File: src/rtl/cal_pkg.sv
package cal_pkg;

    localparam int FIELD_W = 7;
    localparam int YEAR_W  = 11;

    typedef enum logic [2:0] {
        SEL_SEC  = 3'd0,
        SEL_MIN  = 3'd1,
        SEL_HOUR = 3'd2,
        SEL_WDAY = 3'd3,
        SEL_MDAY = 3'd4,
        SEL_MON  = 3'd5,
        SEL_YEAR = 3'd6
    } field_sel_e;

    // Binary calendar state; month is zero-based.
    typedef struct packed {
        logic [FIELD_W-1:0] sec;
        logic [FIELD_W-1:0] min;
        logic [FIELD_W-1:0] hour;
        logic [FIELD_W-1:0] wday;
        logic [FIELD_W-1:0] mday;
        logic [FIELD_W-1:0] mon;
        logic [YEAR_W-1:0]  year;
    } cal_time_t;

    function automatic logic [7:0] bin2bcd8(input logic [FIELD_W-1:0] v);
        return {4'(v / 7'd10), 4'(v % 7'd10)};
    endfunction

    function automatic logic [FIELD_W-1:0] bcd2bin8(input logic [7:0] b);
        return 7'(b[7:4]) * 7'd10 + 7'(b[3:0]);
    endfunction

    function automatic logic [11:0] year2bcd(input logic [YEAR_W-1:0] y);
        logic [YEAR_W-1:0] lo;
        logic [YEAR_W-1:0] hi;
        lo = y % 11'd100;
        hi = (y / 11'd100) % 11'd10;
        return {4'(hi), bin2bcd8(7'(lo))};
    endfunction

    function automatic logic [YEAR_W-1:0] bcd2year(input logic [11:0] b);
        return YEAR_W'(bcd2bin8(b[7:0])) + YEAR_W'(b[11:8]) * 11'd100;
    endfunction

endpackage

File: src/rtl/cal_timebase.sv
module cal_timebase #(
    parameter int TICKS_PER_SEC = 32768
) (
    input  logic clk,
    input  logic rst_n,
    input  logic run,
    input  logic tick,
    output logic strobe
);
    localparam int CW = (TICKS_PER_SEC > 1) ? $clog2(TICKS_PER_SEC) : 1;
    localparam logic [CW-1:0] LAST = CW'(TICKS_PER_SEC - 1);

    logic [CW-1:0] cnt_d, cnt_q;

    always_comb begin
        cnt_d  = cnt_q;
        strobe = 1'b0;
        if (!run) begin
            cnt_d = '0;
        end else if (tick) begin
            if (cnt_q == LAST) begin
                cnt_d  = '0;
                strobe = 1'b1;
            end else begin
                cnt_d = cnt_q + 1'b1;
            end
        end
    end

    always_ff @(posedge clk or negedge rst_n) begin
        if (!rst_n) cnt_q <= '0;
        else        cnt_q <= cnt_d;
    end
endmodule

File: src/rtl/cal_month_len.sv
module cal_month_len
    import cal_pkg::*;
(
    input  logic [FIELD_W-1:0] mon0,
    input  logic [YEAR_W-1:0]  year,
    output logic [FIELD_W-1:0] days
);
    localparam logic [11:0] EPOCH = 12'd1900;

    logic [11:0] full;
    logic        leap;

    always_comb begin
        full = 12'(year) + EPOCH;
        leap = (full % 12'd4 == 12'd0) &&
               ((full % 12'd100 != 12'd0) || (full % 12'd400 == 12'd0));
        case (mon0)
            7'd1:                      days = leap ? 7'd29 : 7'd28;
            7'd3, 7'd5, 7'd8, 7'd10:   days = 7'd30;
            default:                   days = 7'd31;
        endcase
    end
endmodule

File: src/rtl/cal_bcd_clock.sv
module cal_bcd_clock
    import cal_pkg::*;
#(
    parameter int TICKS_PER_SEC = 32768
) (
    input  logic        clk,
    input  logic        rst_n,
    input  logic        tick_en,
    input  logic        ctrl_en,
    input  logic        wr_en,
    input  logic [2:0]  wr_sel,
    input  logic [11:0] wr_data,
    output logic        sec_pulse,
    output logic [7:0]  rd_sec,
    output logic [7:0]  rd_min,
    output logic [7:0]  rd_hour,
    output logic [7:0]  rd_wday,
    output logic [7:0]  rd_mday,
    output logic [7:0]  rd_mon,
    output logic [11:0] rd_year
);
    localparam logic [YEAR_W-1:0] RST_YEAR = 11'd100;

    typedef struct packed {
        cal_time_t t;
        logic      pulse;
    } clk_state_t;

    clk_state_t         st_d, st_q;
    logic               strobe;
    logic [FIELD_W-1:0] mlen;

    cal_timebase #(.TICKS_PER_SEC(TICKS_PER_SEC)) u_tb (
        .clk    (clk),
        .rst_n  (rst_n),
        .run    (ctrl_en),
        .tick   (tick_en),
        .strobe (strobe)
    );

    cal_month_len u_mlen (
        .mon0 (st_q.t.mon),
        .year (st_q.t.year),
        .days (mlen)
    );

    always_comb begin
        st_d       = st_q;
        st_d.pulse = strobe;

        // Advance by one second.
        if (strobe) begin
            if (st_q.t.sec + 7'd1 >= 7'd60) begin
                st_d.t.sec = '0;
                if (st_q.t.min + 7'd1 >= 7'd60) begin
                    st_d.t.min = '0;
                    if (st_q.t.hour + 7'd1 >= 7'd24) begin
                        st_d.t.hour = '0;
                        st_d.t.wday = (st_q.t.wday + 7'd1 >= 7'd7) ? '0 : st_q.t.wday + 7'd1;
                        if (st_q.t.mday + 7'd1 > mlen) begin
                            st_d.t.mday = 7'd1;
                            if (st_q.t.mon + 7'd1 >= 7'd12) begin
                                st_d.t.mon  = '0;
                                st_d.t.year = (st_q.t.year + 11'd1 >= 11'd1000) ? '0
                                              : st_q.t.year + 11'd1;
                            end else begin
                                st_d.t.mon = st_q.t.mon + 7'd1;
                            end
                        end else begin
                            st_d.t.mday = st_q.t.mday + 7'd1;
                        end
                    end else begin
                        st_d.t.hour = st_q.t.hour + 7'd1;
                    end
                end else begin
                    st_d.t.min = st_q.t.min + 7'd1;
                end
            end else begin
                st_d.t.sec = st_q.t.sec + 7'd1;
            end
        end

        // Field load overrides the advanced value of the same field.
        if (ctrl_en && wr_en) begin
            case (field_sel_e'(wr_sel))
                SEL_SEC:  st_d.t.sec  = bcd2bin8(wr_data[7:0]);
                SEL_MIN:  st_d.t.min  = bcd2bin8(wr_data[7:0]);
                SEL_HOUR: st_d.t.hour = bcd2bin8(wr_data[7:0]);
                SEL_WDAY: st_d.t.wday = bcd2bin8(wr_data[7:0]);
                SEL_MDAY: st_d.t.mday = bcd2bin8(wr_data[7:0]);
                SEL_MON:  st_d.t.mon  = bcd2bin8(wr_data[7:0]) - 7'd1;
                SEL_YEAR: st_d.t.year = bcd2year(wr_data);
                default:  ;
            endcase
        end
    end

    always_ff @(posedge clk or negedge rst_n) begin
        if (!rst_n) begin
            st_q        <= '0;
            st_q.t.mday <= 7'd1;
            st_q.t.year <= RST_YEAR;
        end else begin
            st_q <= st_d;
        end
    end

    assign sec_pulse = st_q.pulse;
    assign rd_sec    = bin2bcd8(st_q.t.sec);
    assign rd_min    = bin2bcd8(st_q.t.min);
    assign rd_hour   = bin2bcd8(st_q.t.hour);
    assign rd_wday   = bin2bcd8(st_q.t.wday);
    assign rd_mday   = bin2bcd8(st_q.t.mday);
    assign rd_mon    = bin2bcd8(st_q.t.mon + 7'd1);
    assign rd_year   = year2bcd(st_q.t.year);
endmodule

File: config.mk
export PLATFORM = sky130hd
export DESIGN_NAME = cal_bcd_clock
export DESIGN_NICKNAME = d
export VERILOG_FILES = /design/src/rtl/cal_pkg.sv /design/src/rtl/cal_timebase.sv /design/src/rtl/cal_month_len.sv /design/src/rtl/cal_bcd_clock.sv
export SDC_FILE = /design/constraint.sdc
export NUM_CORES = 1
export LEC_CHECK = 0
export BUFFER_PORTS_ARGS = -buffer_cell sky130_fd_sc_hd__buf_2
export CELL_PAD_IN_SITES_DETAIL_PLACEMENT = 0
export CELL_PAD_IN_SITES_GLOBAL_PLACEMENT = 2
export CORE_UTILIZATION = 33
export CTS_BUF_LIST = sky130_fd_sc_hd__clkbuf_8
export DETAILED_ROUTE_END_ITERATION = 10
export PLACE_DENSITY_LB_ADDON = 0.1
export SYNTH_ARGS = -nofsm -noshare
export SYNTH_HDL_FRONTEND = slang
export SYNTH_SLANG_ARGS = --single-unit
export TNS_END_PERCENT = 30
File: constraint.sdc
create_clock -name clk -period 6.88 [get_ports clk]
set_input_delay 0.344 -clock clk [delete_from_list [all_inputs] [get_ports clk]]
set_output_delay 0.344 -clock clk [all_outputs]
set_load 0.005 [all_outputs]
==> Implementation_results.wiki <==
{| class="wikitable"
! Metric !! Value
|-
| X dimension of the die || 183 um
|-
| Final GP Congestion || 0.875
|-
| Largest cells by area after synthesis || sky130_fd_sc_hd__dfrtp_1, sky130_fd_sc_hd__ha_1, sky130_fd_sc_hd__o21ai_0
|-
| Area growth, synth to finish || 25.7%
|-
| Global Route Usage Sum || 20.7%
|-
| Fraction of the mapped netlist area in simple logic gates || 27.8%
|-
| Prevailing post-synth register cell || sky130_fd_sc_hd__dfrtp_1
|-
| Kind of start point of the critical path || flop
|-
| Minimum clock period after layout || 7.01 ns
|-
| Fraction of the yosys area taken by sequential cells || 16.0%
|-
| Iter 0 DRT Violations || ~580
|-
| Final-stage net count || 1800
|-
| Vias per Instance || between 5 and 6
|-
| Layout filler cell count || 3395
|-
| Complex-gate fraction of the synthesized area || roughly 30%
|-
| Starting density of the core || 33.4%
|-
| Layout cell share with drive strength beyond 1 || 25.2%
|-
| Type of destination of the critical path || output port
|-
| Number of placement rows || 66
|-
| Max Used Layer || met5
|-
| Root buffer cell || sky130_fd_sc_hd__clkbuf_8
|-
| Synthesized instance count || 1507
|-
| CTS tree || done
|-
| Max Clk Rate || 0.143 GHz
|-
| Portion of synthesized cell area occupied by the leading cell type || 15.0%
|-
| Maximum fanout along the worst path || 5
|-
| Fraction of synthesized area in multiplexers || 3.85%
|-
| Average detailed-routed wire length per instance || ~16 um
|-
| Post-Syn Nets || 1593
|-
| Register-to-register setup slack || approximately 0.17 ns
|-
| Buffer depth of the longest clock path || 2
|-
| Number of flops mapped to enable cells by yosys || 0
|-
| Unrepaired setup endpoints after global routing || true
|-
| Count of yosys warnings during synthesis || 0
|-
| Post-route clock skew || 0.0158 ns
|-
| Cts hold-fix bufs || 0
|-
| Non-filler cells in the finished layout || 2162
|-
| Summed instance area of the synthesized netlist || between 10000 and 15000 um^2
|-
| Adder-cell area share of the yosys netlist || ~8.4%
|-
| Worst endpoint data arrival time || ~6.7 ns
|-
| Total Die Area || 33600 um^2
|-
| Placement-stage worst setup slack || -0.287 ns
|-
| Detailed-routing wirelength on met1 || 16100 um
|-
| Routed wire length on met3 || 996 um
|-
| Async set or reset register ratio after synthesis || 100%
|-
| Wire length of the first global-routing pass || 57100 um
|-
| Final Cycle Share || 102%
|-
| Count of placed standard cells including taps || around 2100
|-
| Clock input transition at the sequential cells of the worst setup and hold paths || 0.09 ns
|-
| Failing checks || setup timing
|-
| Total grt overflow || 0
|-
| Vias in the first global route || 11200
|-
| Leading post-synthesis cells by instance count || sky130_fd_sc_hd__nand2_1, sky130_fd_sc_hd__nor2_1, sky130_fd_sc_hd__o21ai_0, sky130_fd_sc_hd__a21oi_1, sky130_fd_sc_hd__inv_1
|-
| Worst min path class || input port to asynchronous set/reset pin
|-
| Critical-path cell with the highest stage delay || sky130_fd_sc_hd__dfstp_2
|-
| Critical path origin || st_q[3]
|-
| Combined flip-flop and latch cell area || 1730 um^2
|-
| Amount of wire on met2 after detailed routing || 17400 um
|-
| Total CTS buffers || 9
|-
| Synthesized-area fraction occupied by xor and xnor cells || between 7 and 8%
|-
| Result of the run || complete, but fails checks
|-
| Yosys top cell by area || sky130_fd_sc_hd__dfrtp_1
|-
| Endpoints failing hold || 0
|-
| Total count of max-transition violations in the final report || 0
|-
| Type of the worst setup path || flop to output port
|-
| Leading cell type by number of instances after synthesis || sky130_fd_sc_hd__nand2_1
|-
| Core footprint || 32500 um^2
|-
| Half-perimeter wire length after detailed placement || ~26000 um
|-
| Port-buffer cells || 80
|-
| Syn_area_per_cell || between 7 and 8 um^2
|-
| Num Clock Sinks || 69
|-
| H-Tree Depth || 3
|-
| Peak per-stage delay on the critical path || 0.57 ns
|-
| Post-Route WL || about 35000 um
|-
| Reported max-cap violation count || 0
|-
| Flip-flop and latch count after synthesis || 69
|-
| Slew margin rel. || between 10% and 20%
|-
| # DRC || 0
|-
| Area taken by multi-input logic gates || 8880 um^2
|-
| Routed via count || 11700
|-
| Clk Latency, worst-skew pair || around 0.37 ns
|-
| Dominant combinational cell family by area after synthesis || compound AO/OA/AOI/OAI gates
|-
| Die Height || around 180 um
|-
| Transition time at the pin with the least slew margin || 1.24 ns
|-
| Required time of the critical path || 6.54 ns
|-
| Number of antenna violations at the first check in global routing || 4
|-
| Antenna viol nets, final || 0
|-
| Post-synth cell types || 117
|-
| Worst Setup Slack, final || -0.132 ns
|-
| Final setup violation count || 2
|-
| Number of iterations in the first detailed-routing pass || 5
|-
| Origin of the critical flop-to-flop path || st_q[3]
|-
| Top-level port count || 81
|-
| Largest net degree at the start of global routing || 70
|}
[kinds of logic after synthesis]
group	after synthesis
AOI/OAI and AO/OA	484
buffers and inverters	161
DFF	69
muxes	39
xor gates and xnor gates	91
adders and majority gates	71
and+or+nand+nor	592
[critical path, delay by kind of cell, from the launching register on]
family	cells	cell delay, ns
adders and majority gates	2	0.35
and+or+nand+nor	7	1.62
DFF	1	0.57
xor gates and xnor gates	2	0.33
buffers and inverters	6	0.67
AOI/OAI and AO/OA	11	2.26
muxes	2	0.50
[layout by cell type, fill, tap and decap left out, types with 58 or more instances in the layout]
| master | synthesis | final |
|---|---|---|
| sky130_fd_sc_hd__a21oi_1 | 115 | 113 |
| sky130_fd_sc_hd__buf_2 | 20 | 79 |
| sky130_fd_sc_hd__buf_4 | 10 | 195 |
| sky130_fd_sc_hd__dfrtp_1 | 65 | 65 |
| sky130_fd_sc_hd__ha_1 | 62 | 58 |
| sky130_fd_sc_hd__inv_1 | 71 | 70 |
| sky130_fd_sc_hd__nand2_1 | 145 | 141 |
| sky130_fd_sc_hd__nand3_1 | 63 | 60 |
| sky130_fd_sc_hd__nor2_1 | 131 | 128 |
| sky130_fd_sc_hd__o21ai_0 | 131 | 116 |
| sky130_fd_sc_hd__xnor2_1 | 67 | 65 |
[layout make-up]
| cell class | instances | area share, % |
|---|---|---|
| flip-flops and latches | 69 | 12.7 |
| inverters | 75 | 2.12 |
| multi-input cells | 1277 | 65.1 |
| well taps | 442 | 4.06 |
| diodes | 1 | 0.0184 |
| clock buffers | 9 | 0.908 |
| clock inverters | 7 | 0.661 |
| repair buffers | 282 | 14.4 |
[sequential cells by signal, summed over array words and instances, names as in the netlist]
register / flops
sec_pulse: 1
st_q: 53
u_tb.cnt_q: 15
[layer usage]
| layer | track usage, % | up-vias |
|---|---|---|
| li1 | - | 5909 |
| met1 | 26.2 | 5496 |
| met2 | 37.4 | 206 |
| met3 | 2.08 | 37 |
| met4 | 5.03 | 6 |
| met5 | 0 | - |
[path summary, 6_finish.rpt]
path / end / cells past startpoint
max in group asynchronous: st_q[20] / 1
hold reg to reg: u_tb.cnt_q[13] / 2
hold / removal: u_tb.cnt_q[4] / 1
setup reg to reg: st_q[10] / 32
setup / recovery: rd_year[2] / 30
min in group clk: st_q[26] / 3
[per-stage QoR]
| step | setup TNS, ns | area (um^2) | utilization (%) | hold WS (ns) |
|---|---|---|---|---|
| floorplan | 0 | 10900 | - | 0.0484 |
| global placement | -0.322 | 12700 | 39.3 | 0.545 |
| detailed placement | -1.19 | 12700 | 39.3 | 0.544 |
| CTS | -0.817 | 13200 | 40.5 | 0.128 |
| global route | -2.48 | 13600 | 42.0 | 0.174 |
| finish | -0.233 | 13600 | 42.0 | 0.0868 |
[what timing repair did]
| item | in CTS | in global routing |
|---|---|---|
| gates cloned | 0 | 1 |
| setup endpoints to repair | 13 | 24 |
| endpoints found under the hold margin | 0 | 0 |
| pin swaps | 21 | 29 |
| resized for setup | 25 | 87 |
| setup buffers | 12 | 14 |
Power is left out: the tool's default activity adds up to more than one toggle a clock period on the data nets, which glitch-free logic cannot reach.
